===== config.mk =====
export PLATFORM = sky130hd
export DESIGN_NAME = flagalu_core
export DESIGN_NICKNAME = d
export VERILOG_FILES = /design/src/rtl/flagalu_pkg.sv /design/src/rtl/flagalu_opcond.sv /design/src/rtl/flagalu_adder.sv /design/src/rtl/flagalu_resmux.sv /design/src/rtl/flagalu_flagcalc.sv /design/src/rtl/flagalu_core.sv
export SDC_FILE = /design/constraint.sdc
export NUM_CORES = 1
export LEC_CHECK = 0
export BUFFER_PORTS_ARGS = -buffer_cell sky130_fd_sc_hd__buf_2
export CORE_ASPECT_RATIO = 1.2
export CORE_MARGIN = 2
export CORE_UTILIZATION = 53
export DETAILED_ROUTE_END_ITERATION = 12
export PLACE_DENSITY = 0.89
export SLEW_MARGIN = 40
export SYNTH_ARGS = -nofsm -noshare
export SYNTH_HDL_FRONTEND = slang
export SYNTH_HIERARCHICAL = 1
export SYNTH_SLANG_ARGS = --single-unit
export TNS_END_PERCENT = 5

===== constraint.sdc =====
create_clock -name clk -period 3.8 [get_ports clk]
set_input_delay 0.38 -clock clk [delete_from_list [all_inputs] [get_ports clk]]
set_output_delay 0.38 -clock clk [all_outputs]
set_load 0.03 [all_outputs]

===== src/rtl/flagalu_pkg.sv =====
package flagalu_pkg;

    localparam int unsigned ALU_W = 32;

    typedef struct packed {
        logic inv_a;
        logic inv_b;
        logic pass_a;
        logic pass_b;
        logic sel_and;
        logic sel_or;
        logic sel_xor;
        logic carry_use;
        logic carry_flag;
    } alu_ctrl_t;

    typedef enum logic [2:0] {
        UNIT_SUM    = 3'd0,
        UNIT_AND    = 3'd1,
        UNIT_OR     = 3'd2,
        UNIT_XOR    = 3'd3,
        UNIT_PASS_A = 3'd4,
        UNIT_PASS_B = 3'd5
    } alu_unit_e;

    typedef struct packed {
        logic n;
        logic z;
        logic c;
        logic v;
    } alu_flags_t;

    // Fixed precedence when more than one select is (illegally) raised.
    function automatic alu_unit_e pick_unit(alu_ctrl_t c);
        if (c.pass_b)       return UNIT_PASS_B;
        else if (c.pass_a)  return UNIT_PASS_A;
        else if (c.sel_and) return UNIT_AND;
        else if (c.sel_or)  return UNIT_OR;
        else if (c.sel_xor) return UNIT_XOR;
        else                return UNIT_SUM;
    endfunction

    // Carry into the adder: flag-driven, or forced for two's complement.
    function automatic logic carry_seed(alu_ctrl_t c);
        return c.carry_use ? c.carry_flag : (c.inv_a | c.inv_b);
    endfunction

endpackage


===== src/rtl/flagalu_opcond.sv =====
module flagalu_opcond #(
    parameter int unsigned W = flagalu_pkg::ALU_W
) (
    input  logic [W-1:0] din,
    input  logic         inv,
    output logic [W-1:0] dout
);
    assign dout = din ^ {W{inv}};
endmodule


===== src/rtl/flagalu_adder.sv =====
module flagalu_adder #(
    parameter int unsigned W = flagalu_pkg::ALU_W
) (
    input  logic [W-1:0] ea,
    input  logic [W-1:0] eb,
    input  logic         cin,
    output logic [W-1:0] sum,
    output logic         cout,
    output logic         ovf
);
    localparam int unsigned MSB = W - 1;

    logic [W:0] wide;

    always_comb begin
        wide = {1'b0, ea} + {1'b0, eb} + {{W{1'b0}}, cin};
        sum  = wide[W-1:0];
        cout = wide[W];
        ovf  = (ea[MSB] == eb[MSB]) && (wide[MSB] != ea[MSB]);
    end
endmodule


===== src/rtl/flagalu_resmux.sv =====
module flagalu_resmux #(
    parameter int unsigned W = flagalu_pkg::ALU_W
) (
    input  flagalu_pkg::alu_unit_e unit,
    input  logic [W-1:0]           ea,
    input  logic [W-1:0]           eb,
    input  logic [W-1:0]           sum,
    output logic [W-1:0]           res
);
    import flagalu_pkg::*;

    always_comb begin
        case (unit)
            UNIT_AND:    res = ea & eb;
            UNIT_OR:     res = ea | eb;
            UNIT_XOR:    res = ea ^ eb;
            UNIT_PASS_A: res = ea;
            UNIT_PASS_B: res = eb;
            default:     res = sum;
        endcase
    end
endmodule


===== src/rtl/flagalu_flagcalc.sv =====
module flagalu_flagcalc #(
    parameter int unsigned W = flagalu_pkg::ALU_W
) (
    input  flagalu_pkg::alu_unit_e   unit,
    input  logic [W-1:0]             res,
    input  logic                     cout,
    input  logic                     ovf,
    input  flagalu_pkg::alu_flags_t  prev,
    output flagalu_pkg::alu_flags_t  next
);
    import flagalu_pkg::*;

    logic arith;

    always_comb begin
        arith  = (unit == UNIT_SUM);
        next.n = res[W-1];
        next.z = (res == '0);
        next.c = arith ? cout : prev.c;
        next.v = arith ? ovf  : prev.v;
    end
endmodule


===== src/rtl/flagalu_core.sv =====
module flagalu_core #(
    parameter int unsigned W = flagalu_pkg::ALU_W
) (
    input  logic         clk,
    input  logic         rst,
    input  logic [W-1:0] opa,
    input  logic [W-1:0] opb,
    input  logic         inv_a,
    input  logic         inv_b,
    input  logic         pass_a,
    input  logic         pass_b,
    input  logic         sel_and,
    input  logic         sel_or,
    input  logic         sel_xor,
    input  logic         carry_use,
    input  logic         carry_flag_in,
    output logic [W-1:0] result,
    output logic         flag_n,
    output logic         flag_z,
    output logic         flag_c,
    output logic         flag_v
);
    import flagalu_pkg::*;

    localparam int unsigned NUM_OPS = 2;

    alu_ctrl_t  ctrl;
    alu_unit_e  unit;
    alu_flags_t flags_q, flags_d;

    logic [NUM_OPS-1:0][W-1:0] raw_op, eff_op;
    logic [NUM_OPS-1:0]        inv_op;
    logic [W-1:0]              sum, res_d, result_q;
    logic                      cin, cout, ovf;

    always_comb begin
        ctrl.inv_a      = inv_a;
        ctrl.inv_b      = inv_b;
        ctrl.pass_a     = pass_a;
        ctrl.pass_b     = pass_b;
        ctrl.sel_and    = sel_and;
        ctrl.sel_or     = sel_or;
        ctrl.sel_xor    = sel_xor;
        ctrl.carry_use  = carry_use;
        ctrl.carry_flag = carry_flag_in;
    end

    assign unit      = pick_unit(ctrl);
    assign cin       = carry_seed(ctrl);
    assign raw_op[0] = opa;
    assign raw_op[1] = opb;
    assign inv_op    = {ctrl.inv_b, ctrl.inv_a};

    for (genvar gi = 0; gi < NUM_OPS; gi++) begin : g_opcond
        flagalu_opcond #(.W(W)) u_cond (
            .din  (raw_op[gi]),
            .inv  (inv_op[gi]),
            .dout (eff_op[gi])
        );
    end

    flagalu_adder #(.W(W)) u_adder (
        .ea   (eff_op[0]),
        .eb   (eff_op[1]),
        .cin  (cin),
        .sum  (sum),
        .cout (cout),
        .ovf  (ovf)
    );

    flagalu_resmux #(.W(W)) u_mux (
        .unit (unit),
        .ea   (eff_op[0]),
        .eb   (eff_op[1]),
        .sum  (sum),
        .res  (res_d)
    );

    flagalu_flagcalc #(.W(W)) u_flags (
        .unit (unit),
        .res  (res_d),
        .cout (cout),
        .ovf  (ovf),
        .prev (flags_q),
        .next (flags_d)
    );

    always_ff @(posedge clk) begin
        if (rst) begin
            result_q <= '0;
            flags_q  <= '0;
        end else begin
            result_q <= res_d;
            flags_q  <= flags_d;
        end
    end

    assign result = result_q;
    assign flag_n = flags_q.n;
    assign flag_z = flags_q.z;
    assign flag_c = flags_q.c;
    assign flag_v = flags_q.v;

endmodule


==> metrics.md <==
| Metric | Value |
|---|---|
| Status | completed |
| Total power | around 2500 uW |
| Most used routing layer | met2 |
| Arr. time, crit path | 3.84 ns |
| GR Util met1 | a little over a third |
| Clock root cell | clkbuf_16 |
| Synth area leader | ha_1 |
| Max-slew violations | 0 |
| Sw frac | 44.4% |
| VDD IR max | about 0.21 mV |
| Vias in the first global route | approximately 6.4k |
| CTS tree | yes |
| Number of synthesized flops with an enable pin | 0 |
| Storage element area | around 720 um^2 |
| Main area contributors after synthesis | ha_1 19%, dfxtp_1 12%, xor2_1 10%, nand2_1 6.2%, a21oi_1 5.5% |
| Final setup vio count | 0 |
| Logic pwr share | a little under two thirds |
| Fin. Hold Viols | 0 |
| CORE AREA | about 0.012 mm^2 |
| Vias/cell | slightly below 6 |
| Post-route minimum period | 3.61 ns |
| Avg Inst Size Synth | ~7.3 um^2 |
| Total Routed Length | roughly 19000 um |
| Diode count | 0 |
| RSZ-0062 raised after global routing | false |
| Netlist Area Pre-Place | 0.00626 mm^2 |
| Post-Layout Cell Count | about 1.2k |
| Worst EP required | 4.03 ns |
| Met2 usage | between 50% and 60% |
| Worst Max-Slew Pin Slew | roughly 0.76 ns |
| Pin count of the biggest net entering global routing | 58 |
| Netlist cell types | 60 |
| Syn_nets | slightly above 1k |
| List of most frequent post-synthesis cells | 103 x nand2_1, 95 x ha_1, 75 x inv_1, 74 x xor2_1, 69 x a21oi_1 |
| Layout area overhead | 18.9% |
| DRC viols | 0 |
| Clk pwr share | around a fifth |
| WL/cell | 16.3 um |
| Register bit total from synthesis | 36 |
| Fillers | 935 |
| Via count | 6866 |
| I/O pin cnt | between 100 and 150 |
| Sequential power share | between 15 and 20% |
| Worst setup EP type | flop |
| Fmax | 0.277 GHz |
| HP Class | input pin to flop |
| Die Span X | 103 um |
| # rows | 43 |
| Max FO, Critical Path | 5 |
| DR pass1 iterations | 6 |
| Layout cell share with drive strength beyond 1 | between 20% and 30% |
| Routability cong. | around 1 |
| Primary FF master, synth | dfxtp_1 |
| Fin nets | ~1.2k |
| Die ar. | roughly 0.013 mm^2 |
| Tcrit/Tclk final | roughly 95% |
| Global route overflow | 0 |
| Sequential fraction of the synthesis area | between 10% and 20% |
| Starting Density | 54.1% |
| Placed cells | between 1k and 1.5k |
| Most common cell in the netlist | nand2_1 |
| Clock Sinks | 36 |
| Die height | around 120 um |
| TritonCTS Buffers | 5 |
| Buffer levels on the longest clock path | 2 |
| Worst clock skew | 0 ns |
| Skew-Pair Late Insertion Delay | a little under 0.3 ns |
| Number of antenna-violating nets in the routed design | 0 |
| GR Util All Layers | a little under a third |
| Post-DP HPWL | 14400 um |
| Global-route wire length before repair | slightly above 30000 um |
| Initial antenna violation count | 0 |
| CTS clk-pin slew, worst paths | roughly 0.06 ns |
| Share of the synthesized area in the top cell type | between 10% and 20% |
| Sw Pwr | approximately 1100 uW |
| PwrDens | around 340 mW/mm^2 |
| H-tree Lvls | 2 |
| Multi-input combinational cell area | roughly 0.005 mm^2 |
| Cell-internal power | around 1400 uW |
| Crit path kind | input pin to flop |
| CTS hold repair buffers | 0 |
| Yosys warning total | 6 |
| Initial DRC Count | between 600 and 700 |
| M3 GR Usage | 4.64% |
| Leak Pwr | 0.00386 uW |
| Crit path launch type | input pin |
| Syn Inst Count | between 800 and 900 |
| Post-CTS setup buffers | 0 |
| Number of port buffers | 110 |
| Worst rel slew slack | between 40% and 50% |
| Ys async rst share | 0% |
| Max cap viols | 0 |
==> logic make-up (layout without fill, tap and decap cells) <==
kind of cell	count (synthesis)	in the layout	synth area share (%)
adders and majority gates	97	97	19.6
buffers and inverters	129	276	11.1
AOI/OAI and AO/OA	237	237	24.3
xor gates and xnor gates	92	92	12.9
muxes	2	2	0.360
and+or+nand+nor	270	270	20.2
DFF	36	36	11.5
==> cell type report <==
class,count,share of cell area [%]
well taps,157,2.64
multi-input cells,698,65.8
flip-flops and latches,36,9.68
clock inverters,3,0.622
clock buffers,5,1.68
repair buffers,193,15.8
inverters,75,3.78
==> worst paths after layout <==
check	startpoint	endpoint	slack [ns]	cells past startpoint
max	inv_b	flag_z	0.19	18
min	rst	result[24]	0.62	2
max reg2reg	flag_c	flag_c	2.95	2
min reg2reg	flag_v	flag_v	0.65	2
==> metal layers <==
metal	share of wire, %	vias up
met3	9.0	96
met1	38	3137
met4	5.6	0
met5	0	-
met2	47	392
li1	-	3241
==> state kept, by name (all words and copies together), names as in the netlist <==
| signal | count |
|---|---|
| flag_z | 1 |
| flag_c | 1 |
| result | 32 |
| flag_v | 1 |
| flag_n | 1 |
==> placed cells by master (no fill, tap or decap), types with 3 or more instances in the layout <==
master     instances
nor3_1            24
clkbuf_16          5
a21o_1            18
nand2_1          102
nor4_1             9
xnor2_1           18
a22oi_1           11
buf_4             82
a211o_1            7
ha_1              95
o211ai_1           4
a221o_1            3
o22ai_1            4
nand4_1            9
buf_2            110
nor2b_1           42
inv_1             75
nor3_2             3
and3_1             4
o21ai_0           59
o22a_1             8
nor2_1            56
a211oi_1           3
a21oi_1           68
dfxtp_1           36
nand3_1            5
a31oi_1           25
o21bai_1           7
xor2_1            72
==> metrics by stage <==
| step | hold slack, ns | setup WS, ns | cell area, um^2 | utilization, % | TNS (ns) |
|---|---|---|---|---|---|
| floorplan | 0.452 | 0.0938 | 6270 | - | 0 |
| global placement | 0.578 | -0.0487 | 7230 | 62.5 | -0.0487 |
| detailed placement | 0.609 | -0.129 | 7230 | 62.5 | -0.129 |
| CTS | 0.623 | 0.158 | 7400 | 64.0 | 0 |
| global route | 0.653 | 0.0117 | 7450 | 64.4 | 0 |
| finish | 0.621 | 0.189 | 7450 | 64.4 | 0 |
==> worst max-delay path, stage by stage <==
cell	delay (ns)
buf_2	0.13
nor2_1	0.13
o21ai_0	0.14
fa_2	0.44
fa_1	0.43
a21o_1	0.22
a221oi_2	0.25
nor3_1	0.12
nor2_2	0.21
o21bai_1	0.13
buf_4	0.15
xnor2_1	0.11
nor2_1	0.10
a31oi_1	0.09
nor4_1	0.30
nand4_1	0.25
nor2_1	0.13
nor2b_1	0.12
==> timing repair <==
| action | CTS | global route |
|---|---|---|
| hold endpoints to repair | 0 | 0 |
| gates resized for setup | 0 | 10 |
| setup endpoints to repair | 0 | 1 |
==> power groups by stage <==
stage	Sequential, uW	Combinational (uW)	Clock (uW)
after floorplan	531	990	0
after global placement	438	1520	0
after detailed placement	440	1550	0
after CTS	432	1580	492
after global routing	435	1770	512
final	431	1620	491
(Power assumes the default switching activity.)
